==> config.mk <==
export PLATFORM = sky130hd
export DESIGN_NAME = sfr_ext_bridge
export DESIGN_NICKNAME = d
export VERILOG_FILES = /design/src/rtl/sfr_ext_pkg.sv /design/src/rtl/sfr_decode.sv /design/src/rtl/dptr_bank.sv /design/src/rtl/port_bank.sv /design/src/rtl/sfr_ext_bridge.sv
export SDC_FILE = /design/constraint.sdc
export NUM_CORES = 1
export LEC_CHECK = 0
export CAP_MARGIN = 20
export CORE_MARGIN = 2
export CORE_UTILIZATION = 40
export CTS_CLUSTER_SIZE = 12
export DETAILED_ROUTE_END_ITERATION = 10
export GPL_ROUTABILITY_DRIVEN = 0
export GPL_TIMING_DRIVEN = 0
export HOLD_SLACK_MARGIN = 0.02
export PLACE_DENSITY = 0.67
export RECOVER_POWER = 50
export SLEW_MARGIN = 20
export SYNTH_ARGS = -nofsm -noshare
export SYNTH_HDL_FRONTEND = slang
export SYNTH_SLANG_ARGS = --single-unit
==> constraint.sdc <==
create_clock -name clk_i -period 6 [get_ports clk_i]
set_input_delay 1.2 -clock clk_i [delete_from_list [all_inputs] [get_ports clk_i]]
set_output_delay 1.2 -clock clk_i [all_outputs]
set_load 0.1 [all_outputs]
==> src/rtl/sfr_ext_pkg.sv <==
package sfr_ext_pkg;
  localparam int unsigned AW         = 7;
  localparam int unsigned DW         = 8;
  localparam int unsigned PTR_W      = 16;
  localparam logic [AW-1:0] A_DPL    = 7'h02;
  localparam logic [AW-1:0] A_DPH    = 7'h03;
  localparam logic [AW-1:0] A_SEL    = 7'h12;
  localparam logic [AW-1:0] A_DIR0   = 7'h24;
  localparam int unsigned PORT_STEP  = 16;
endpackage

==> src/rtl/sfr_decode.sv <==
module sfr_decode
  import sfr_ext_pkg::*;
#(
  parameter int unsigned NPORT = 4
) (
  input  logic [AW-1:0]    addr_i,
  output logic [NPORT-1:0] lat_hit_o,
  output logic [NPORT-1:0] dir_hit_o,
  output logic             dpl_hit_o,
  output logic             dph_hit_o,
  output logic             sel_hit_o,
  output logic             impl_o
);
  for (genvar j = 0; j < NPORT; j++) begin : g_port
    localparam logic [AW-1:0] LAT_A = AW'(j * PORT_STEP);
    localparam logic [AW-1:0] DIR_A = AW'(A_DIR0 + j);
    assign lat_hit_o[j] = (addr_i == LAT_A);
    assign dir_hit_o[j] = (addr_i == DIR_A);
  end

  assign dpl_hit_o = (addr_i == A_DPL);
  assign dph_hit_o = (addr_i == A_DPH);
  assign sel_hit_o = (addr_i == A_SEL);
  assign impl_o    = (|lat_hit_o) | (|dir_hit_o) | dpl_hit_o | dph_hit_o | sel_hit_o;
endmodule

==> src/rtl/dptr_bank.sv <==
module dptr_bank
  import sfr_ext_pkg::*;
#(
  parameter int unsigned NPTR = 2
) (
  input  logic             clk_i,
  input  logic             rst_ni,
  input  logic [DW-1:0]    wdata_i,
  input  logic             wr_lo_i,
  input  logic             wr_hi_i,
  input  logic             wr_sel_i,
  input  logic             inc_i,
  output logic [PTR_W-1:0] dptr_o,
  output logic             sel_o
);
  localparam int unsigned SW = (NPTR > 1) ? $clog2(NPTR) : 1;

  logic [SW-1:0]    sel_q;
  logic [PTR_W-1:0] ptr_q [NPTR];

  always_ff @(posedge clk_i or negedge rst_ni) begin
    if (!rst_ni) sel_q <= '0;
    else if (wr_sel_i) sel_q <= SW'(wdata_i[0]);
  end

  for (genvar k = 0; k < NPTR; k++) begin : g_ptr
    logic act;
    assign act = (sel_q == SW'(k));
    always_ff @(posedge clk_i or negedge rst_ni) begin
      if (!rst_ni) begin
        ptr_q[k] <= '0;
      end else if (act && (wr_lo_i || wr_hi_i)) begin
        // byte write wins over increment
        if (wr_lo_i) ptr_q[k][DW-1:0]       <= wdata_i;
        if (wr_hi_i) ptr_q[k][PTR_W-1:DW]   <= wdata_i;
      end else if (act && inc_i) begin
        ptr_q[k] <= ptr_q[k] + PTR_W'(1);
      end
    end
  end

  assign dptr_o = ptr_q[sel_q];
  assign sel_o  = sel_q[0];
endmodule

==> src/rtl/port_bank.sv <==
module port_bank
  import sfr_ext_pkg::*;
#(
  parameter int unsigned NPORT = 4
) (
  input  logic                clk_i,
  input  logic                rst_ni,
  input  logic [DW-1:0]       wdata_i,
  input  logic [NPORT-1:0]    wr_lat_i,
  input  logic [NPORT-1:0]    wr_dir_i,
  input  logic [NPORT*DW-1:0] pin_i,
  output logic [NPORT*DW-1:0] lat_o,
  output logic [NPORT*DW-1:0] dir_o,
  output logic [NPORT*DW-1:0] view_o
);
  for (genvar j = 0; j < NPORT; j++) begin : g_port
    logic [DW-1:0] lat_q, dir_q;
    always_ff @(posedge clk_i or negedge rst_ni) begin
      if (!rst_ni) begin
        lat_q <= '1;
        dir_q <= '1;
      end else begin
        if (wr_lat_i[j]) lat_q <= wdata_i;
        if (wr_dir_i[j]) dir_q <= wdata_i;
      end
    end
    assign lat_o[j*DW +: DW]  = lat_q;
    assign dir_o[j*DW +: DW]  = dir_q;
    // dir bit 1 = input: read the pin, else the latch
    assign view_o[j*DW +: DW] = (dir_q & pin_i[j*DW +: DW]) | (~dir_q & lat_q);
  end
endmodule

==> src/rtl/sfr_ext_bridge.sv <==
module sfr_ext_bridge
  import sfr_ext_pkg::*;
#(
  parameter int unsigned NPORT = 4,
  parameter int unsigned NPTR  = 2
) (
  input  logic                clk_i,
  input  logic                rst_ni,
  input  logic [AW-1:0]       sfr_addr_i,
  input  logic [DW-1:0]       sfr_wdata_i,
  input  logic                sfr_we_i,
  output logic [DW-1:0]       sfr_rdata_o,
  input  logic                dptr_inc_i,
  output logic [PTR_W-1:0]    dptr_o,
  output logic                dptr_sel_o,
  input  logic [NPORT*DW-1:0] port_in_i,
  output logic [NPORT*DW-1:0] port_out_o,
  output logic [NPORT*DW-1:0] port_dir_o,
  output logic [AW-1:0]       ext_addr_o,
  output logic [DW-1:0]       ext_wdata_o,
  input  logic [DW-1:0]       ext_rdata_i,
  output logic                ext_load_o
);
  logic [NPORT-1:0]    lat_hit, dir_hit;
  logic                dpl_hit, dph_hit, sel_hit, impl;
  logic [NPORT*DW-1:0] view;

  sfr_decode #(.NPORT(NPORT)) u_dec (
    .addr_i    (sfr_addr_i),
    .lat_hit_o (lat_hit),
    .dir_hit_o (dir_hit),
    .dpl_hit_o (dpl_hit),
    .dph_hit_o (dph_hit),
    .sel_hit_o (sel_hit),
    .impl_o    (impl)
  );

  dptr_bank #(.NPTR(NPTR)) u_dptr (
    .clk_i    (clk_i),
    .rst_ni   (rst_ni),
    .wdata_i  (sfr_wdata_i),
    .wr_lo_i  (sfr_we_i & dpl_hit),
    .wr_hi_i  (sfr_we_i & dph_hit),
    .wr_sel_i (sfr_we_i & sel_hit),
    .inc_i    (dptr_inc_i),
    .dptr_o   (dptr_o),
    .sel_o    (dptr_sel_o)
  );

  port_bank #(.NPORT(NPORT)) u_port (
    .clk_i    (clk_i),
    .rst_ni   (rst_ni),
    .wdata_i  (sfr_wdata_i),
    .wr_lat_i ({NPORT{sfr_we_i}} & lat_hit),
    .wr_dir_i ({NPORT{sfr_we_i}} & dir_hit),
    .pin_i    (port_in_i),
    .lat_o    (port_out_o),
    .dir_o    (port_dir_o),
    .view_o   (view)
  );

  always_comb begin
    sfr_rdata_o = ext_rdata_i;
    if (dpl_hit) sfr_rdata_o = dptr_o[DW-1:0];
    if (dph_hit) sfr_rdata_o = dptr_o[PTR_W-1:DW];
    if (sel_hit) sfr_rdata_o = {{(DW-1){1'b0}}, dptr_sel_o};
    for (int j = 0; j < NPORT; j++) begin
      if (lat_hit[j]) sfr_rdata_o = view[j*DW +: DW];
      if (dir_hit[j]) sfr_rdata_o = port_dir_o[j*DW +: DW];
    end
  end

  assign ext_addr_o  = sfr_addr_i;
  assign ext_wdata_o = sfr_wdata_i;
  assign ext_load_o  = sfr_we_i & ~impl;
endmodule

=== Yosys cells after proc, flatten, opt, wreduce, memory -nomap -nowiden ===
Cells that the tools add are included.

* Bits in registers: 97
* Input port bits: 59
* Output and inout port bits: 105
* Logic and storage cells: 93

* Add/subtract/negate cells: 2
* $lt $le $gt $ge: 1
* Equal/unequal tests: 14
* Mux-type cells: 20
* Bitwise logic cells: 29
* Reduce and logical (&&, ||, !) cells: 14

{| class="wikitable"
|+ Operators with widths
! kind !! count
|-
| 2-to-1 mux 16 bit || 7
|-
| 2-to-1 mux 8 bit || 13
|-
| AND 8 bit || 8
|-
| == test 7 x 6 -> 1 bit (second input constant) || 6
|-
| adder 16 x 1 -> 16 bit (second input constant) || 2
|-
| NOT 8 bit || 4
|-
| OR 8 bit || 4
|-
| == test 7 x 2 -> 1 bit (second input constant) || 2
|-
| == test 7 x 5 -> 1 bit (second input constant) || 2
|-
| AND 4 bit || 2
|-
| inequality test 2 x 1 -> 1 bit (second input constant) || 4
|-
| AND reduction 2 bit || 4
|-
| OR reduction 4 bit || 2
|-
| logical NOT 7 bit || 1
|-
| AND 1 bit || 4
|-
| logical AND 1 bit || 4
|-
| OR 1 bit || 4
|-
| nonzero test 2 bit || 2
|-
| greater-or-equal comparator 2 bit (second input constant) || 1
|-
| NOT 1 bit || 2
|-
| NOT 1 -> 2 bit || 1
|-
| logical OR 1 bit || 1
|}

=== Logic depth before layout (Yosys ltp) ===
Gate-level depths: netlist (run 1).

* Word-level depth: 15
* Gate-level depth with buffers: 9
* Gate-level depth less buffers: 6

=== Cells and area by module ===
Synthesis (run 1) repeated with hierarchy kept, for this count alone.

* Cell total of the unflattened synthesis: 619
* Area total of the unflattened synthesis: 6,657.6 um^2

{| class="wikitable"
|+ Modules (own cells, without submodules)
! module !! instances !! cells each !! area an instance (um^2) !! seq. area each (um^2)
|-
| port_bank || 1 || 168 || 3,093.0 || 1,681.6
|-
| dptr_bank || 1 || 269 || 2,312.2 || 825.8
|-
| sfr_ext_bridge || 1 || 159 || 1,107.3 || 0.0
|-
| sfr_decode || 1 || 23 || 145.1 || 0.0
|}

=== Least setup slack after synthesis (run 1) ===
OpenSTA, ideal clock, no wires.

* Path kind: reg2out
* Start point: reg u_dptr.sel_q (netlist: u_dptr.sel_o)
* End point: out sfr_rdata_o[0]
* Arrival time: 4.639 ns
* Required time: 4.800 ns
* Slack: 0.161 ns
* Stages on the path, launching flop included: 8
* Path buffers: 2
* Cell sequence: dfrtp_1 > clkbuf_1 > buf_1 > mux2_2 > nand4_1 > o211ai_1 > a211oi_1 > o21ai_0

* Elaborated cells between the ends (all ways): 15
* Those cells by class: 14 x mux; 1 x bitwise

{| class="wikitable"
|+ RTL lines
! element !! RTL line !! source
|-
| start, declared || dptr_bank.sv:18 || <nowiki>logic [SW-1:0] sel_q;</nowiki>
|-
| start signal, assigned || dptr_bank.sv:23 || <nowiki>else if (wr_sel_i) sel_q <= SW'(wdata_i[0]);</nowiki>
|-
| NOT 1 -> 2 bit (implied by the code) || dptr_bank.sv:42 || <nowiki>assign dptr_o = ptr_q[sel_q];</nowiki>
|-
| 2-to-1 mux 16 bit (implied by the code) (3 in series) || dptr_bank.sv:42 ||
|-
| net dptr_o[8] || sfr_ext_bridge.sv:14 || <nowiki>output logic [PTR_W-1:0] dptr_o,</nowiki>
|-
| 2-to-1 mux 8 bit || sfr_ext_bridge.sv:65 || <nowiki>if (dph_hit) sfr_rdata_o = dptr_o[PTR_W-1:DW];</nowiki>
|-
| 2-to-1 mux 8 bit || sfr_ext_bridge.sv:66 || <nowiki>if (sel_hit) sfr_rdata_o = {{(DW-1){1'b0}}, dptr_sel_o};</nowiki>
|-
| 2-to-1 mux 8 bit || sfr_ext_bridge.sv:68 || <nowiki>if (lat_hit[j]) sfr_rdata_o = view[j*DW +: DW];</nowiki>
|-
| 2-to-1 mux 8 bit || sfr_ext_bridge.sv:69 || <nowiki>if (dir_hit[j]) sfr_rdata_o = port_dir_o[j*DW +: DW];</nowiki>
|-
| 2-to-1 mux 8 bit || sfr_ext_bridge.sv:68 ||
|-
| 2-to-1 mux 8 bit || sfr_ext_bridge.sv:69 ||
|-
| 2-to-1 mux 8 bit || sfr_ext_bridge.sv:68 ||
|-
| 2-to-1 mux 8 bit || sfr_ext_bridge.sv:69 ||
|-
| 2-to-1 mux 8 bit || sfr_ext_bridge.sv:68 ||
|-
| 2-to-1 mux 8 bit || sfr_ext_bridge.sv:69 ||
|-
| end, declared || sfr_ext_bridge.sv:12 || <nowiki>output logic [DW-1:0] sfr_rdata_o,</nowiki>
|}

The timed path passes the listed nets, and every way through them passes these cells. The select of a mux whose other input is x is not followed.

=== Worst setup path after layout (run 1) ===
* Start point: in sfr_addr_i[4]
* End point: out sfr_rdata_o[7]

* Longest elaborated chain between the ends: 12
* Elaborated cells between the ends (all ways): 22
* Those cells by class: 10 x eq/ne; 11 x mux; 1 x reduce/logical

{| class="wikitable"
|+ Ends and longest elaborated chain
! element !! RTL line !! source
|-
| start, declared || sfr_ext_bridge.sv:9 || <nowiki>input logic [AW-1:0] sfr_addr_i,</nowiki>
|-
| == test 7 x 2 -> 1 bit || sfr_decode.sv:21 || <nowiki>assign dpl_hit_o = (addr_i == A_DPL);</nowiki>
|-
| 2-to-1 mux 8 bit || sfr_ext_bridge.sv:64 || <nowiki>if (dpl_hit) sfr_rdata_o = dptr_o[DW-1:0];</nowiki>
|-
| 2-to-1 mux 8 bit || sfr_ext_bridge.sv:65 ||
|-
| 2-to-1 mux 8 bit || sfr_ext_bridge.sv:66 ||
|-
| 2-to-1 mux 8 bit || sfr_ext_bridge.sv:68 ||
|-
| 2-to-1 mux 8 bit || sfr_ext_bridge.sv:69 ||
|-
| 2-to-1 mux 8 bit || sfr_ext_bridge.sv:68 ||
|-
| 2-to-1 mux 8 bit || sfr_ext_bridge.sv:69 ||
|-
| 2-to-1 mux 8 bit || sfr_ext_bridge.sv:68 ||
|-
| 2-to-1 mux 8 bit || sfr_ext_bridge.sv:69 ||
|-
| 2-to-1 mux 8 bit || sfr_ext_bridge.sv:68 ||
|-
| 2-to-1 mux 8 bit * || sfr_ext_bridge.sv:69 ||
|}

Every way passes the cells marked *; elsewhere a longest branch is shown, timed or not.

==> flow_metrics.py, run 1 <==
metrics = {
    "run_status": {
        "status": "complete, but fails checks",
        "violations": "capacitance limit, slew limit",
    },
    "synthesis": {
        "syn_area_mm2": 0.00650,
        "ys_seq_area_share_pct": 38.6,
        "synth_ff_type": "dfstp_2",
        "ys_top_cells_by_count": "mux2_2, a21oi_1, dfstp_2",
        "synth_edf_count": 0,
        "yosys_warnings": 0,
        "ys_seq_elements": 97,
        "synth_nets": 730,
        "ys_types": 64,
        "syn_inst": 669,
        "yosys.area.top_type_share_pct": 25.9,
        "synth.area.top_cells": "dfstp_2, mux2_2, dfrtp_1, a21oi_1, mux2i_1",
        "postSynth.asyncResetShare_pct": 100,
        "avgSynthCellArea_um2": 9.71,
        "yosysTopAreaCell": "dfstp_2",
        "synth_most_common_cell": "mux2_2",
    },
    "grt": {
        "overflow": 0,
        "grt_max_degree": 51,
        "grt.total_usage_pct": 26.2,
        "antenna_found_initial": 0,
        "grt_pass1_vias": 6234,
        "grt_pass1_wl_um": 35200,
    },
    "setup_path": {
        "critPathBufInv": 5,
        "critPathMostFrequentCell": "clkbuf_1",
        "crit_required_ns": 4.80,
        "critPathSlowestCell": "clkdlybuf4s15_2",
        "cp_slowest_stage_delay_ns": 0.57,
        "crit_fanout": 10,
        "start_kind": "input pin",
        "crit_family": "buffers and inverters",
        "worstPathCellList": "clkdlybuf4s50_1 -> clkbuf_1 -> buf_1 -> clkbuf_1 -> nand4b_1 -> o22ai_1 -> a21oi_1 -> nand2_1 -> clkdlybuf4s15_2",
        "crit_path_end_kind": "output port",
        "worst-setup-path-type": "input pin to output port",
        "crit_arrival_ns": 4.61,
    },
    "clock_network": {
        "postCtsHoldBufs": 0,
        "clock_sinks": 97,
        "cts_buffers": 9,
        "clockRootBuffer": "clkbuf_16",
        "insertion_delay_ns": 0.36,
        "clk_pin_slew_ns": 0.07,
        "cts.htree.levels": 3,
        "postCtsSetupBuffers": 0,
        "clk_path_buf_depth": 2,
        "cts_tree": "yes",
        "cts-resized-gates": 18,
    },
    "detailed_routing": {
        "vias": 6251,
        "viasPerCell": 5.89,
        "drt_wl_total_um": 22800,
        "wl_per_cell_um": 21.5,
        "initialDrtViolationCount": 554,
        "postRouteAntennaNets": 0,
        "first_pass_iters": 5,
        "drc": 0,
    },
    "place": {
        "hpwlAfterDp_um": 17100,
        "pre_cts_ws_ns": -0.384,
        "io_buffers": 160,
        "placed_cell_area_mm2": 0.00840,
    },
    "sta": {
        "finalCritPeriodShare_pct": 96.8,
        "fin_ws_ns": 0.194,
        "fmax_mhz": 172,
        "skew_ns": 0.00513,
        "period_needed_ns": 5.81,
        "tightest_slew_ns": 2.75,
        "worst_hold_slack_ns": 0.553,
        "slew_headroom_pct": -83.1,
        "finalSetupTns_ns": 0,
        "hold_violations": 0,
        "setup_violations": 0,
        "rsz0062_at_grt": "no",
        "drv_slew": 48,
    },
    "cells_and_area": {
        "n_fill_cell": 1453,
        "multi_input_area_mm2": 0.00358,
        "diodes": 0,
        "finalNetCount": 902,
        "synthToLayoutAreaGrowth_pct": 32.5,
        "register_area_mm2": 0.00251,
        "layout-drive-gt1-share_pct": 25.8,
        "final_cell_area_mm2": 0.00861,
        "post-route-util_pct": 54.2,
    },
    "die": {
        "fp-row-count": 46,
        "start_util_pct": 40.9,
        "die_w_um": 131,
        "ios": 164,
        "dieArea_mm2": 0.0173,
        "die_y_um": 131,
        "core_region_area_mm2": 0.0159,
    },
    "run": {
        "cap_violations": 1,
    },
    "power_and_ir_drop": {
        "powerDensity_mw_per_mm2": 314,
        "vdd_drop_max_v": 0.000265,
        "power.leakage_nw": 3.38,
    },
    "hold_path": {
        "hold_class": "register to register",
    },
}
per-layer routing:
metal	vias to the layer above	global-route usage, %	routed length, um
met5	-	0	0
met2	307	43.1	10700
met1	3061	33.3	9500
li1	2845	-	-
met4	0	8.33	628
met3	38	7.37	1940
stage by stage:
step	power (mW)	std cells
4_1_cts	2.72	1062
5_1_grt	2.79	1062
3_5_place_dp	2.16	1046
6_report	2.70	1062
2_1_floorplan	1.82	669
3_3_place_gp	2.15	1045
logic make-up after synthesis:
logic type | synth area share, %
mux | 20.3
xor+xnor | 0.270
compound gates | 19.3
buf+inv | 6.03
flops | 38.6
simple gates | 15.1
fa+ha+maj | 0.385
registers in the layout, summed over array words and instances (netlist names):
name	flops
u_dptr.sel_o	1
u_port.g_port.lat_q	32
u_dptr.ptr_q	32
u_port.g_port.dir_q	32
power breakdown:
part	internal, mW	total [mW]	switching (mW)
sequential	0.767	0.885	0.118
clock	0.291	0.551	0.260
combinational	0.339	1.27	0.926
total	1.40	2.70	1.30
placed cells by master, fill, tap and decap left out, types with 10 or more instances in the layout:
cell	Yosys	routed
a22oi_1	11	11
and3_1	10	10
nand3b_1	12	12
clkbuf_1	35	39
nand2_1	38	38
o22ai_1	23	23
mux2i_1	33	33
a21oi_1	75	76
nand2b_1	18	18
nand3_1	22	22
o21ai_0	22	22
dfrtp_1	33	33
dfstp_2	64	64
buf_4	16	16
mux2_2	85	85
nand4_1	13	13
nor2_1	28	28
dlygate4sd3_1	0	41
clkdlybuf4s50_1	0	109
final timing paths:
| path | start | to | slack, ns | cells after the start |
|---|---|---|---|---|
| hold / removal | u_dptr.ptr_q[13]$_DFFE_PN0P_ | u_dptr.ptr_q[13]$_DFFE_PN0P_ | 0.55 | 1 |
| setup reg to reg | u_dptr.sel_o$_DFFE_PN0P_ | u_dptr.ptr_q[0]$_DFFE_PN0P_ | 3.32 | 7 |
| max in group asynchronous | rst_ni | u_dptr.ptr_q[7]$_DFFE_PN0P_ | 2.75 | 1 |
| hold reg to reg | u_dptr.ptr_q[13]$_DFFE_PN0P_ | u_dptr.ptr_q[13]$_DFFE_PN0P_ | 0.55 | 1 |
| min in group asynchronous | rst_ni | u_dptr.ptr_q[11]$_DFFE_PN0P_ | 1.70 | 1 |
| setup / recovery | sfr_addr_i[4] | sfr_rdata_o[7] | 0.19 | 9 |
area by class of cell:
type                            count  share of cell area [%]
Inverter                            8                   0.349
Multi-Input combinational cell    494                    41.6
Tap cell                          216                    3.14
Buffer                             70                    4.02
Clock buffer                       11                    2.82
Sequential cell                    97                    29.1
Clock inverter                      5                   0.349
Timing Repair Buffer              161                    18.6
Note: power is estimated with default switching activity, not from simulation.
==> inputs of run 2 (changes only) <==
--- a/config.mk
+++ b/config.mk
@@ -6,7 +6,7 @@
 export NUM_CORES = 1
 export LEC_CHECK = 0
 export CAP_MARGIN = 20
-export CORE_MARGIN = 2
+export CORE_MARGIN = 10
 export CORE_UTILIZATION = 40
 export CTS_CLUSTER_SIZE = 12
 export DETAILED_ROUTE_END_ITERATION = 10
==> run 2 against run 1 <==
- the run still ends with capacitance limit, slew limit left
- core utilization is 0.15 points higher
- clock power is 11% higher
- sequential cell count stayed put
- critical endpoint is now ext_load_o
- sequential power hardly changed
- combinational power hardly changed
- first-iteration DRC count is 16% higher
- wire length is 7.5% higher
- global-route usage is 4.5 points lower
- power is 2.3% higher
==> flow_metrics.py, run 2 (same netlist as run 1, synthesis figures left out) <==
metrics = {
    "detailed_routing": {
        "wl_per_cell_um": 23.0,
        "first_pass_iters": 5,
        "viasPerCell": 6.04,
        "postRouteAntennaNets": 0,
        "initialDrtViolationCount": 643,
        "vias": 6416,
        "drt_wl_total_um": 24500,
        "drc": 0,
    },
    "clock_network": {
        "cts_tree": "yes",
        "clockRootBuffer": "clkbuf_16",
        "insertion_delay_ns": 0.36,
        "clk_pin_slew_ns": 0.07,
        "cts_buffers": 9,
        "clock_sinks": 97,
        "clk_path_buf_depth": 2,
        "postCtsSetupBuffers": 0,
        "cts.htree.levels": 3,
        "postCtsHoldBufs": 0,
    },
    "sta": {
        "fmax_mhz": 170,
        "slew_headroom_pct": -86.4,
        "period_needed_ns": 5.87,
        "rsz0062_at_grt": "no",
        "skew_ns": 0.00743,
        "worst_hold_slack_ns": 0.555,
        "hold_violations": 0,
        "drv_slew": 100,
        "setup_violations": 0,
        "finalCritPeriodShare_pct": 97.8,
        "tightest_slew_ns": 2.80,
    },
    "grt": {
        "grt_max_degree": 64,
        "grt_pass1_vias": 6360,
        "grt.total_usage_pct": 21.7,
        "overflow": 0,
        "antenna_found_initial": 0,
        "grt_pass1_wl_um": 37300,
    },
    "place": {
        "placed_cell_area_mm2": 0.00840,
        "io_buffers": 160,
        "hpwlAfterDp_um": 18500,
        "dp_cells": 1046,
    },
    "run_status": {
        "violations": "capacitance limit, slew limit",
        "status": "complete, but fails checks",
    },
    "setup_path": {
        "cp_slowest_stage_delay_ns": 1.22,
        "critPathSlowestCell": "clkdlybuf4s50_1",
        "worstPathCellList": "clkdlybuf4s50_1 -> clkbuf_1 -> nor2_1 -> and3_1 -> clkbuf_1 -> or4_1 -> a211oi_1 -> clkdlybuf4s50_1",
        "crit_fanout": 10,
        "worst-setup-path-type": "input pin to output port",
        "crit_path_end_kind": "output port",
        "crit_arrival_ns": 4.67,
        "crit_required_ns": 4.80,
        "crit_family": "buffers and inverters",
        "critPathBufInv": 4,
        "start_kind": "input pin",
    },
    "cells_and_area": {
        "layout_commonest_cell": "clkdlybuf4s50_1",
        "final_cell_area_mm2": 0.00864,
        "synthToLayoutAreaGrowth_pct": 32.9,
        "n_fill_cell": 1454,
        "final_cell_mix": "clkdlybuf4s50_1, mux2_2, a21oi_1, dfstp_2, clkbuf_1",
        "layout.cells.non_filler": 1063,
        "reg_top3": "u_dptr.ptr_q (32), u_port.g_port.dir_q (32), u_port.g_port.lat_q (32)",
        "diodes": 0,
        "finalNetCount": 903,
        "layout-drive-gt1-share_pct": 25.9,
    },
    "die": {
        "die_w_um": 147,
        "core_region_area_mm2": 0.0159,
        "ios": 164,
        "die_y_um": 147,
        "dieArea_mm2": 0.0217,
        "fp-row-count": 46,
        "start_util_pct": 40.9,
    },
    "hold_path": {
        "hold_class": "register to register",
    },
    "power_and_ir_drop": {
        "powerDensity_mw_per_mm2": 320,
        "power.leakage_nw": 3.38,
        "power_mw": 2.76,
        "vdd_drop_max_v": 0.000292,
    },
    "run": {
        "cap_violations": 2,
    },
}
==> run 2: cell types whose count changed in the layout (fill, tap and decap cells not counted), sizes merged <==
cell           delta
bufinv            +1
dlymetal6s2s      -1
dlygate4sd3       -4
clkinv            -2
clkbuf            +2
clkdlybuf4s50     +5
buf               -1
dlymetal6s4s      +1
==> run 2: area by class of cell <==
type / instances / area [um^2] / share of cell area (%)
inverters: 8 / 30.0 / 0.348
plain buffers: 70 / 349 / 4.04
well taps: 216 / 270 / 3.13
flip-flops and latches: 97 / 2510 / 29.0
clock buffers: 12 / 258 / 2.98
clock inverters: 4 / 48.8 / 0.565
multi-input cells: 494 / 3580 / 41.5
repair buffers: 162 / 1590 / 18.4
==> run 2: through the flow <==
| step | utilization, % | setup TNS, ns | setup slack (ns) |
|---|---|---|---|
| CTS | 54.8 | -0.0272 | -0.0272 |
| floorplan | - | 0 | 0.161 |
| detailed placement | 52.9 | -2.38 | -0.356 |
| global placement | 52.7 | -2.28 | -0.337 |
| global route | 54.4 | 0 | 0.0301 |
| finish | 54.4 | 0 | 0.130 |
==> run 2: metal layers <==
| layer | global-route usage, % | wire length, um |
|---|---|---|
| met3 | 6.68 | 2410 |
| met4 | 6.94 | 688 |
| met2 | 34.5 | 11200 |
| met5 | 0 | 0 |
| met1 | 27.5 | 10200 |
==> run 2: path summary, 6_finish.rpt <==
path                                               from                           end  slack [ns]  cells past startpoint
setup / recovery                          sfr_addr_i[6]                    ext_load_o        0.13                      8
hold reg to reg            u_dptr.ptr_q[13]$_DFFE_PN0P_  u_dptr.ptr_q[13]$_DFFE_PN0P_        0.55                      1
min in group asynchronous                        rst_ni   u_dptr.ptr_q[5]$_DFFE_PN0P_        1.35                      1
max in group asynchronous                        rst_ni  u_dptr.ptr_q[26]$_DFFE_PN0P_        1.07                      2
setup reg to reg               u_dptr.sel_o$_DFFE_PN0P_   u_dptr.ptr_q[0]$_DFFE_PN0P_        3.36                      7
hold / removal             u_dptr.ptr_q[13]$_DFFE_PN0P_  u_dptr.ptr_q[13]$_DFFE_PN0P_        0.55                      1
==> run 2: where the power goes <==
part           leakage (nW)  internal [mW]  switching [mW]
Combinational          2.15          0.337           0.928
Sequential             1.08          0.766           0.122
Clock                 0.152          0.349           0.260
Total                  3.38           1.45            1.31
==> run 2: worst reg2reg max path: cells and delay by family, from the launching register on <==
kind / cells / cell delay [ns]
AO/OA/AOI/OAI: 1 / 0.18
buffers and inverters: 3 / 1.30
flip-flops: 1 / 0.39
multiplexers: 1 / 0.30
AND/OR/NAND/NOR: 2 / 0.36
==> run 2: timing repair <==
item | in CTS | in global routing
resized for setup | 17 | 11
hold endpoints to repair | 0 | 0
setup endpoints to repair | 8 | 8
